[src/rtl/evt_timer_pkg.sv]
package evt_timer_pkg;
  localparam int DW = 8;

  typedef enum logic [1:0] {
    MODE_OFF   = 2'b00,
    MODE_EVENT = 2'b01,
    MODE_TIMER = 2'b10,
    MODE_PULSE = 2'b11
  } mode_e;

  localparam logic [1:0] A_CTRL = 2'd0;
  localparam logic [1:0] A_RELD = 2'd1;
  localparam logic [1:0] A_CNT  = 2'd2;
  localparam logic [1:0] A_STAT = 2'd3;

  localparam int MODE_LSB = 6;
  localparam int RUN_BIT  = 4;
  localparam int POL_BIT  = 3;
  localparam int SEL_W    = 3;
  localparam logic [DW-1:0] CTRL_MASK = 8'hDF;
endpackage

[src/rtl/evt_prescaler.sv]
module evt_prescaler #(
  parameter int SEL_W = 3
) (
  input  logic             clk_i,
  input  logic             rst_ni,
  input  logic             run_i,
  input  logic [SEL_W-1:0] div_sel_i,
  output logic             tick_o
);
  localparam int ACC_W = (1 << SEL_W) - 1;
  localparam logic [ACC_W:0] ONE = {{ACC_W{1'b0}}, 1'b1};

  logic [ACC_W-1:0] acc_q;
  logic [ACC_W:0]   span;
  logic [ACC_W-1:0] mask;

  assign span   = (ONE << div_sel_i) - ONE;
  assign mask   = span[ACC_W-1:0];
  assign tick_o = run_i && ((acc_q & mask) == mask);

  always_ff @(posedge clk_i or negedge rst_ni) begin
    if (!rst_ni)     acc_q <= '0;
    else if (!run_i) acc_q <= '0;
    else             acc_q <= acc_q + ACC_W'(1);
  end

  p_div_restart_r12: assert property (@(posedge clk_i) disable iff (!rst_ni)
    !run_i |=> acc_q == '0);
endmodule

[src/rtl/evt_edge_sync.sv]
module evt_edge_sync #(
  parameter int STAGES = 2
) (
  input  logic clk_i,
  input  logic rst_ni,
  input  logic ext_i,
  input  logic pol_i,
  output logic act_o,
  output logic edge_o,
  output logic release_o
);
  logic [STAGES-1:0] chain_q;
  logic              lvl, lvl_d_q, rise, fall;

  always_ff @(posedge clk_i or negedge rst_ni) begin
    if (!rst_ni) chain_q[0] <= 1'b0;
    else         chain_q[0] <= ext_i;
  end

  for (genvar g = 1; g < STAGES; g++) begin : g_sync
    always_ff @(posedge clk_i or negedge rst_ni) begin
      if (!rst_ni) chain_q[g] <= 1'b0;
      else         chain_q[g] <= chain_q[g-1];
    end
  end

  assign lvl = chain_q[STAGES-1];

  always_ff @(posedge clk_i or negedge rst_ni) begin
    if (!rst_ni) lvl_d_q <= 1'b0;
    else         lvl_d_q <= lvl;
  end

  assign rise      = lvl & ~lvl_d_q;
  assign fall      = ~lvl & lvl_d_q;
  assign act_o     = lvl ^ pol_i;
  assign edge_o    = pol_i ? fall : rise;
  assign release_o = pol_i ? rise : fall;

  p_edge_lands_active_r5: assert property (@(posedge clk_i) disable iff (!rst_ni)
    edge_o |-> act_o);
endmodule

[src/rtl/evt_count8.sv]
module evt_count8 #(
  parameter int W = 8
) (
  input  logic         clk_i,
  input  logic         rst_ni,
  input  logic         inc_i,
  input  logic         load_i,
  input  logic [W-1:0] load_val_i,
  input  logic [W-1:0] reload_i,
  output logic [W-1:0] cnt_o,
  output logic         wrap_o
);
  logic [W-1:0] cnt_q;

  assign wrap_o = inc_i && (cnt_q == {W{1'b1}});
  assign cnt_o  = cnt_q;

  always_ff @(posedge clk_i or negedge rst_ni) begin
    if (!rst_ni)     cnt_q <= '0;
    else if (load_i) cnt_q <= load_val_i;
    else if (wrap_o) cnt_q <= reload_i;
    else if (inc_i)  cnt_q <= cnt_q + W'(1);
  end

  p_hold_r3: assert property (@(posedge clk_i) disable iff (!rst_ni)
    (!inc_i && !load_i) |=> $stable(cnt_q));
  p_step_r4: assert property (@(posedge clk_i) disable iff (!rst_ni)
    (inc_i && !load_i && cnt_q != {W{1'b1}}) |=> cnt_q == $past(cnt_q) + W'(1));
  p_reload_r8: assert property (@(posedge clk_i) disable iff (!rst_ni)
    (wrap_o && !load_i) |=> cnt_q == $past(reload_i));
endmodule

[src/rtl/evt_timer8.sv]
module evt_timer8
  import evt_timer_pkg::*;
#(
  parameter int SYNC_STAGES = 2
) (
  input  logic          clk_i,
  input  logic          rst_ni,
  input  logic          wr_en_i,
  input  logic [1:0]    wr_addr_i,
  input  logic [DW-1:0] wr_data_i,
  input  logic [1:0]    rd_addr_i,
  output logic [DW-1:0] rd_data_o,
  input  logic          ext_i,
  input  logic          irq_en_i,
  output logic          irq_o
);
  logic [DW-1:0] ctrl_q, reld_q, cnt;
  logic          flag_q, irq_q;
  logic          run, pol, tick, act, edge_hit, release_hit, inc, wrap, reld_load;
  logic          wr_ctrl, wr_reld, wr_stat, auto_stop;
  mode_e         mode;

  assign mode = mode_e'(ctrl_q[MODE_LSB+1:MODE_LSB]);
  assign run  = ctrl_q[RUN_BIT];
  assign pol  = ctrl_q[POL_BIT];

  assign wr_ctrl = wr_en_i && (wr_addr_i == A_CTRL);
  assign wr_reld = wr_en_i && (wr_addr_i == A_RELD);
  assign wr_stat = wr_en_i && (wr_addr_i == A_STAT);

  evt_prescaler #(.SEL_W(SEL_W)) u_psc (
    .clk_i     (clk_i),
    .rst_ni    (rst_ni),
    .run_i     (run),
    .div_sel_i (ctrl_q[SEL_W-1:0]),
    .tick_o    (tick)
  );

  evt_edge_sync #(.STAGES(SYNC_STAGES)) u_sync (
    .clk_i     (clk_i),
    .rst_ni    (rst_ni),
    .ext_i     (ext_i),
    .pol_i     (pol),
    .act_o     (act),
    .edge_o    (edge_hit),
    .release_o (release_hit)
  );

  always_comb begin
    unique case (mode)
      MODE_TIMER: inc = run && tick;
      MODE_EVENT: inc = run && edge_hit;
      MODE_PULSE: inc = run && tick && act;
      default:    inc = 1'b0;
    endcase
  end

  assign reld_load = wr_reld && !run;
  assign auto_stop = run && (mode == MODE_PULSE) && release_hit;

  evt_count8 #(.W(DW)) u_cnt (
    .clk_i      (clk_i),
    .rst_ni     (rst_ni),
    .inc_i      (inc && !reld_load),
    .load_i     (reld_load),
    .load_val_i (wr_data_i),
    .reload_i   (reld_q),
    .cnt_o      (cnt),
    .wrap_o     (wrap)
  );

  always_ff @(posedge clk_i or negedge rst_ni) begin
    if (!rst_ni) begin
      ctrl_q <= '0;
      reld_q <= '0;
      flag_q <= 1'b0;
      irq_q  <= 1'b0;
    end else begin
      if (wr_ctrl)        ctrl_q <= wr_data_i & CTRL_MASK;
      else if (auto_stop) ctrl_q[RUN_BIT] <= 1'b0;
      if (wr_reld)        reld_q <= wr_data_i;
      if (wrap)                       flag_q <= 1'b1;
      else if (wr_stat && wr_data_i[0]) flag_q <= 1'b0;
      irq_q <= wrap && irq_en_i;
    end
  end

  assign irq_o = irq_q;

  always_comb begin
    unique case (rd_addr_i)
      A_CTRL:  rd_data_o = ctrl_q;
      A_RELD:  rd_data_o = reld_q;
      A_CNT:   rd_data_o = cnt;
      default: rd_data_o = {{(DW-1){1'b0}}, flag_q};
    endcase
  end

  p_irq_gate_r9: assert property (@(posedge clk_i) disable iff (!rst_ni)
    irq_o |-> $past(irq_en_i));
  p_irq_shows_reload_r9: assert property (@(posedge clk_i) disable iff (!rst_ni)
    irq_o |-> cnt == $past(reld_q));
  p_flag_set_r10: assert property (@(posedge clk_i) disable iff (!rst_ni)
    wrap |=> flag_q);
  p_pw_autostop_r7: assert property (@(posedge clk_i) disable iff (!rst_ni)
    (auto_stop && !wr_ctrl) |=> !ctrl_q[RUN_BIT]);
  p_no_pw_stop_elsewhere_r7: assert property (@(posedge clk_i) disable iff (!rst_ni)
    (run && !wr_ctrl && mode != MODE_PULSE) |=> ctrl_q[RUN_BIT]);
endmodule

[config.mk]
export PLATFORM = sky130hd
export DESIGN_NAME = evt_timer8
export DESIGN_NICKNAME = d
export VERILOG_FILES = /design/src/rtl/evt_timer_pkg.sv /design/src/rtl/evt_prescaler.sv /design/src/rtl/evt_edge_sync.sv /design/src/rtl/evt_count8.sv /design/src/rtl/evt_timer8.sv
export SDC_FILE = /design/constraint.sdc
export NUM_CORES = 1
export LEC_CHECK = 0
export BUFFER_PORTS_ARGS = -buffer_cell sky130_fd_sc_hd__buf_2
export CORE_MARGIN = 5
export CORE_UTILIZATION = 61
export CTS_CLUSTER_SIZE = 40
export DETAILED_ROUTE_END_ITERATION = 10
export GPL_TIMING_DRIVEN = 1
export HOLD_SLACK_MARGIN = 0.15
export PLACE_DENSITY = 0.84
export SYNTH_ARGS = -nofsm -noshare
export SYNTH_HDL_FRONTEND = slang
export SYNTH_SLANG_ARGS = --single-unit
[constraint.sdc]
create_clock -name clk_i -period 3.23 [get_ports clk_i]
set_input_delay 0 -clock clk_i [delete_from_list [all_inputs] [get_ports clk_i]]
set_output_delay 0 -clock clk_i [all_outputs]
set_load 0.05 [all_outputs]
Word-level counts from Yosys, hierarchy flattened
Cells that the tools add are included.

storage, ports and cells
  latch bits = 0
  flip-flop bits (word level) = 35
  memory bits (writable) = 0
  memory bits (read-only) = 0
  output and inout bits = 9
  word-level logic and storage cells = 62
  memories kept = 0
  bits of input ports = 17

operators by class
  multiply operators = 0
  add/subtract/negate cells = 3
  div/mod/pow operators = 0
  equality and inequality tests = 9
  magnitude comparators = 0
  shift operators = 1
  bitwise operators = 6
  muxes and demuxes = 12
  reduce and logical (&&, ||, !) cells = 21

operators by type and width
  cell                 number
  $mux 8               3
  $pmux 8 s3           1
  $logic_and 1x1->1    14
  $add 8x1->8 const B  1
  $eq 2x2->1 const B   4
  $eq 8x8->1 const B   1
  $add 7x1->7 const B  1
  $and 7x7->7          1
  $eq 7x7->1           1
  $mux 7               1
  $shl 1x3->7 const A  1
  $sub 7x1->7 const B  1
  $eq 2x1->1 const B   3
  $mux 1               6
  $logic_not 2->1      2
  $reduce_bool 2->1    2
  $pmux 1 s3           1
  $reduce_bool 3->1    1
  $and 1x1->1          2
  $logic_not 1->1      2
  $not 1->1            2
  $xor 1x1->1          1

Longest topological paths before layout
  depth in word-level cells = 12
  mapped depth = 6
  gate-level depth less buffers = 6

Modules after synthesis
From an unflattened synthesis, not the netlist that was laid out.

second synthesis, totals
  cells, all modules = 175
  area total of the unflattened synthesis = 1865.5 µm²

by module, submodules not included
  module         seq. area each (µm²)  cells an instance  instances  area each (µm²)
  evt_timer8     425.4                 70                 1          839.6
  evt_count8     200.2                 60                 1          548.0
  evt_prescaler  175.2                 37                 1          360.3
  evt_edge_sync  75.1                  8                  1          117.6

Worst setup path after synthesis
OpenSTA, ideal clock, no wires.

  path kind = register to output
  start point = register ctrl_q[4]
  end point = output port rd_data_o[4]
  data arrival time = 1794 ps
  buffers on the path = 1
  setup slack = 1436 ps
  required time = 3230 ps
  stages on the path, launching flop included = 4
  cells stage by stage = dfrtp_1 -> clkbuf_1 -> mux2i_1 -> o21ai_0

on the way
  longest elaborated chain between the ends = 1

RTL lines
  element                 line              RTL
  start, declared         evt_timer8.sv:17  logic [DW-1:0] ctrl_q, reld_q, cnt;
  start signal, assigned  evt_timer8.sv:79  if (wr_ctrl) ctrl_q <= wr_data_i & CTRL_MASK;
  $pmux 8 s3              evt_timer8.sv:91  unique case (rd_addr_i)
  end, declared           evt_timer8.sv:12  output logic [DW-1:0] rd_data_o,

No other way between the ends.

Worst setup path in the final report
  start point = input port wr_addr_i[1]
  end point = register u_cnt.cnt_q[5], in the netlist u_cnt.cnt_o[5]

on the way
  longest elaborated chain between the ends = 8
  elaborated cells between the ends (all ways) = 9
  classes of those cells = eq/ne (1); mux (2); reduce/logical (6)

RTL lines
  element                line              RTL
  start, declared        evt_timer8.sv:9   input logic [1:0] wr_addr_i,
  $eq 2x1->1 (*)         evt_timer8.sv:28  assign wr_reld = wr_en_i && (wr_addr_i == A_RELD);
  $logic_and 1x1->1 (*)  evt_timer8.sv:28
  $logic_and 1x1->1 (*)  evt_timer8.sv:58  assign reld_load = wr_reld && !run;
  $logic_not 1->1        evt_timer8.sv:64  .inc_i (inc && !reld_load),
  $logic_and 1x1->1      evt_timer8.sv:64
  $logic_and 1x1->1      evt_count8.sv:15  assign wrap_o = inc_i && (cnt_q == {W{1'b1}});
  $mux 8                 evt_count8.sv:21  else if (wrap_o) cnt_q <= reload_i;
  $mux 8                 evt_count8.sv:20  else if (load_i) cnt_q <= load_val_i;
  end signal, assigned   evt_count8.sv:20
  end signal, assigned   evt_count8.sv:21
  end signal, assigned   evt_count8.sv:22  else if (inc_i) cnt_q <= cnt_q + W'(1);
  end, declared          evt_count8.sv:13  logic [W-1:0] cnt_q;

Every way passes the cells marked *; elsewhere a longest branch is shown, timed or not.
A chain may end at the register's enable or synchronous reset.

==> results_dict.tcl <==
set metrics [dict create \
    run_status "completed" \
    core_area_sq_um 3030 \
    fin_cells 267 \
    setup_viol 0 \
    max_stage_delay_ps 690 \
    worst_skew_pair.late_latency_ps 330 \
    hold_violations 0 \
    required_ps 3430 \
    timing.rr.start "ctrl_q[2]" \
    portBuffers 25 \
    slowest_stage "nor2_1" \
    antenna_found_initial 0 \
    antenna_cells 0 \
    min_period_ps 2110 \
    fin_crit_sh_pct 65.2 \
    io_pins 26 \
    grt_max_degree 36 \
    power_per_cell_area_nw_per_um2 601 \
    seq_area_frac_synth_pct 45.8 \
    synth_edf_count 0 \
    worst_setup_path_end_kind "flop" \
    cts_tree "done" \
    arrival_ps 2310 \
    crit_type "input port to flop" \
    critical_path.startpoint_type "input port" \
    avgSynthCellArea_sq_um 10.5 \
    drtIter0Drc 99 \
    fp.dieH_um 66.0 \
    ys.flop_type "dfrtp_1" \
    fin_nets 243 \
    yosysMostFrequentCell "dfrtp_1" \
    syn_inst 182 \
    cts_max_level 2 \
    yosys_warnings 0 \
    drive_above_1_share_pct 23.3 \
    cp_cell_sequence "dlygate4sd3_1 > buf_2 > nand3b_1 > nor2_1 > a21o_1 > o221ai_1" \
    cts_buffer_depth 2 \
    synth-async-reset-ratio_pct 100 \
    fmax_mhz 474 \
    fin_tns_setup_ps 0 \
    hold_class "input port to async pin" \
    syn_nets 201 \
    die_area_sq_um 4360 \
    maxCapViolCount 0 \
    p_leak_nw 1.01 \
    fillers 226 \
    crit_path_max_fanout 10 \
    drc 0 \
    track_usage_pct 23.8 \
    worstMarginPinSlew_ps 780 \
    ys_ff_latch 35 \
    netlist_area_sq_um 1910 \
    initial_core_util_pct 63.2 \
    overflow 0 \
    gp_congestion 0.891 \
    grt_pass1_wl_um 7660 \
    ctsHoldBuffers 14 \
    rsz0062_at_grt "false" \
    clk_pin_slew_ps 100 \
    cts_buffers 5 \
    startpoint "wr_addr_i[1]" \
    first_pass_iters 6 \
    clockRootBuffer "clkbuf_4" \
    fin_skew_ps 4.45 \
    wl_per_cell_um 17.2 \
    grt_pass1_vias 1647 \
    die_w_um 66.0 \
    vias_per_cell 5.96 \
    dp_cells 247 \
    ys_types 38 \
    finish.utilization_pct 74.7 \
    cts_resized 0 \
    maxSlewHeadroom_pct 48.0 \
    placement_rows 20 \
    postRouteAntennaNets 0 \
    clock-sinks 35 \
    cts_setup_buffers 0 \
    syn_to_final_growth_pct 18.1 \
    synth_commonest_cells "dfrtp_1 (35), nand2_1 (24), mux2_2 (14)" \
    synth.area.top_cells "dfrtp_1 (46%), mux2_2 (8.2%), nand2_1 (4.7%)" \
    ir_worst_vdd_uv 301 \
    dp_hpwl_um 3240 \
    synth.largest_area_cell "dfrtp_1" \
    maxSlewViolCount 0 \
    synthDominantCellAreaShare_pct 45.8 \
    drt-total-wl_um 4580 \
    num_vias 1590 \
]
-- logic make-up after synthesis --
group                    after synthesis  share of synthesized area [%]
AO/OA/AOI/OAI                         39                           15.4
XOR/XNOR                               9                           4.12
adder cells (fa/ha/maj)                2                           1.31
buffers and inverters                 13                           2.55
flip-flops                            35                           45.8
multiplexers                          23                           13.6
AND/OR/NAND/NOR                       61                           17.3
-- critical path: cells and delay by family --
| family | cells | cell delay (ps) |
|---|---|---|
| buffers and inverters | 2 | 670 |
| AND/OR/NAND/NOR | 2 | 1150 |
| AO/OA/AOI/OAI | 2 | 470 |
-- cells in the final DEF (no fill, tap or decap), types with 4 or more instances in the layout --
cell and instances:
dfrtp_1 35, buf_2 25, nand2_1 24, mux2_2 14, dlygate4sd3_1 14, o21ai_0 11, nand3_1 9, inv_1 9
mux2i_1 8, a21oi_1 8, xnor2_1 7, and2_1 7, o221ai_1 7, clkbuf_4 5, nor2b_1 4
-- flip-flops by register name, indices dropped and copies added (netlist names) --
name and flops:
ctrl_q 7, u_psc.acc_q 7, u_sync.lvl_d_q 1, u_sync.lvl 1, reld_q 8, irq_o 1, u_cnt.cnt_o 8, flag_q 1
u_sync.chain_q 1
-- stage by stage --
| stage | total power, mW | worst slack (ps) | hold slack (ps) | instance area [sq um] |
|---|---|---|---|---|
| after floorplan | 1.00 | 1440 | -296 | 1910 |
| after global placement | 1.11 | 1340 | 109 | 2080 |
| after detailed placement | 1.14 | 1290 | 114 | 2080 |
| after CTS | 1.36 | 1170 | 288 | 2260 |
| after global routing | 1.45 | 1050 | 307 | 2260 |
| final | 1.36 | 1120 | 275 | 2260 |
-- where the power goes --
| group | leakage (nW) | switching [mW] | internal, mW |
|---|---|---|---|
| Combinational | 0.551 | 0.272 | 0.209 |
| Sequential | 0.437 | 0.140 | 0.529 |
| Clock | 0.0242 | 0.131 | 0.0773 |
| Total | 1.01 | 0.544 | 0.815 |
-- area by class of cell --
class,instances,area [sq um],area share [%]
well taps,44,55.1,2.43
flip-flops and latches,35,876,38.7
clock buffers,6,41.3,1.83
repair buffers,39,265,11.7
inverters,9,33.8,1.49
multi-input cells,134,990,43.8
-- worst paths after layout --
check	slack (ps)	end	cells after the start
max	1120	u_cnt.cnt_o[5]	6
min in group clk_i	320	u_sync.chain_q[0]	2
max in group asynchronous	2470	u_cnt.cnt_o[3]	2
min reg2reg	360	u_sync.lvl	0
max reg2reg	1270	u_cnt.cnt_o[5]	5
min	280	u_psc.acc_q[3]	2
-- layer usage --
layer | vias to the layer above | track usage, % | wire [um]
met5 | - | 0 | 0
met3 | 13 | 7.14 | 315
met2 | 69 | 40.8 | 2170
li1 | 741 | - | -
met4 | 0 | 9.39 | 97
met1 | 767 | 27.7 | 1990
(Power assumes the default switching activity.)
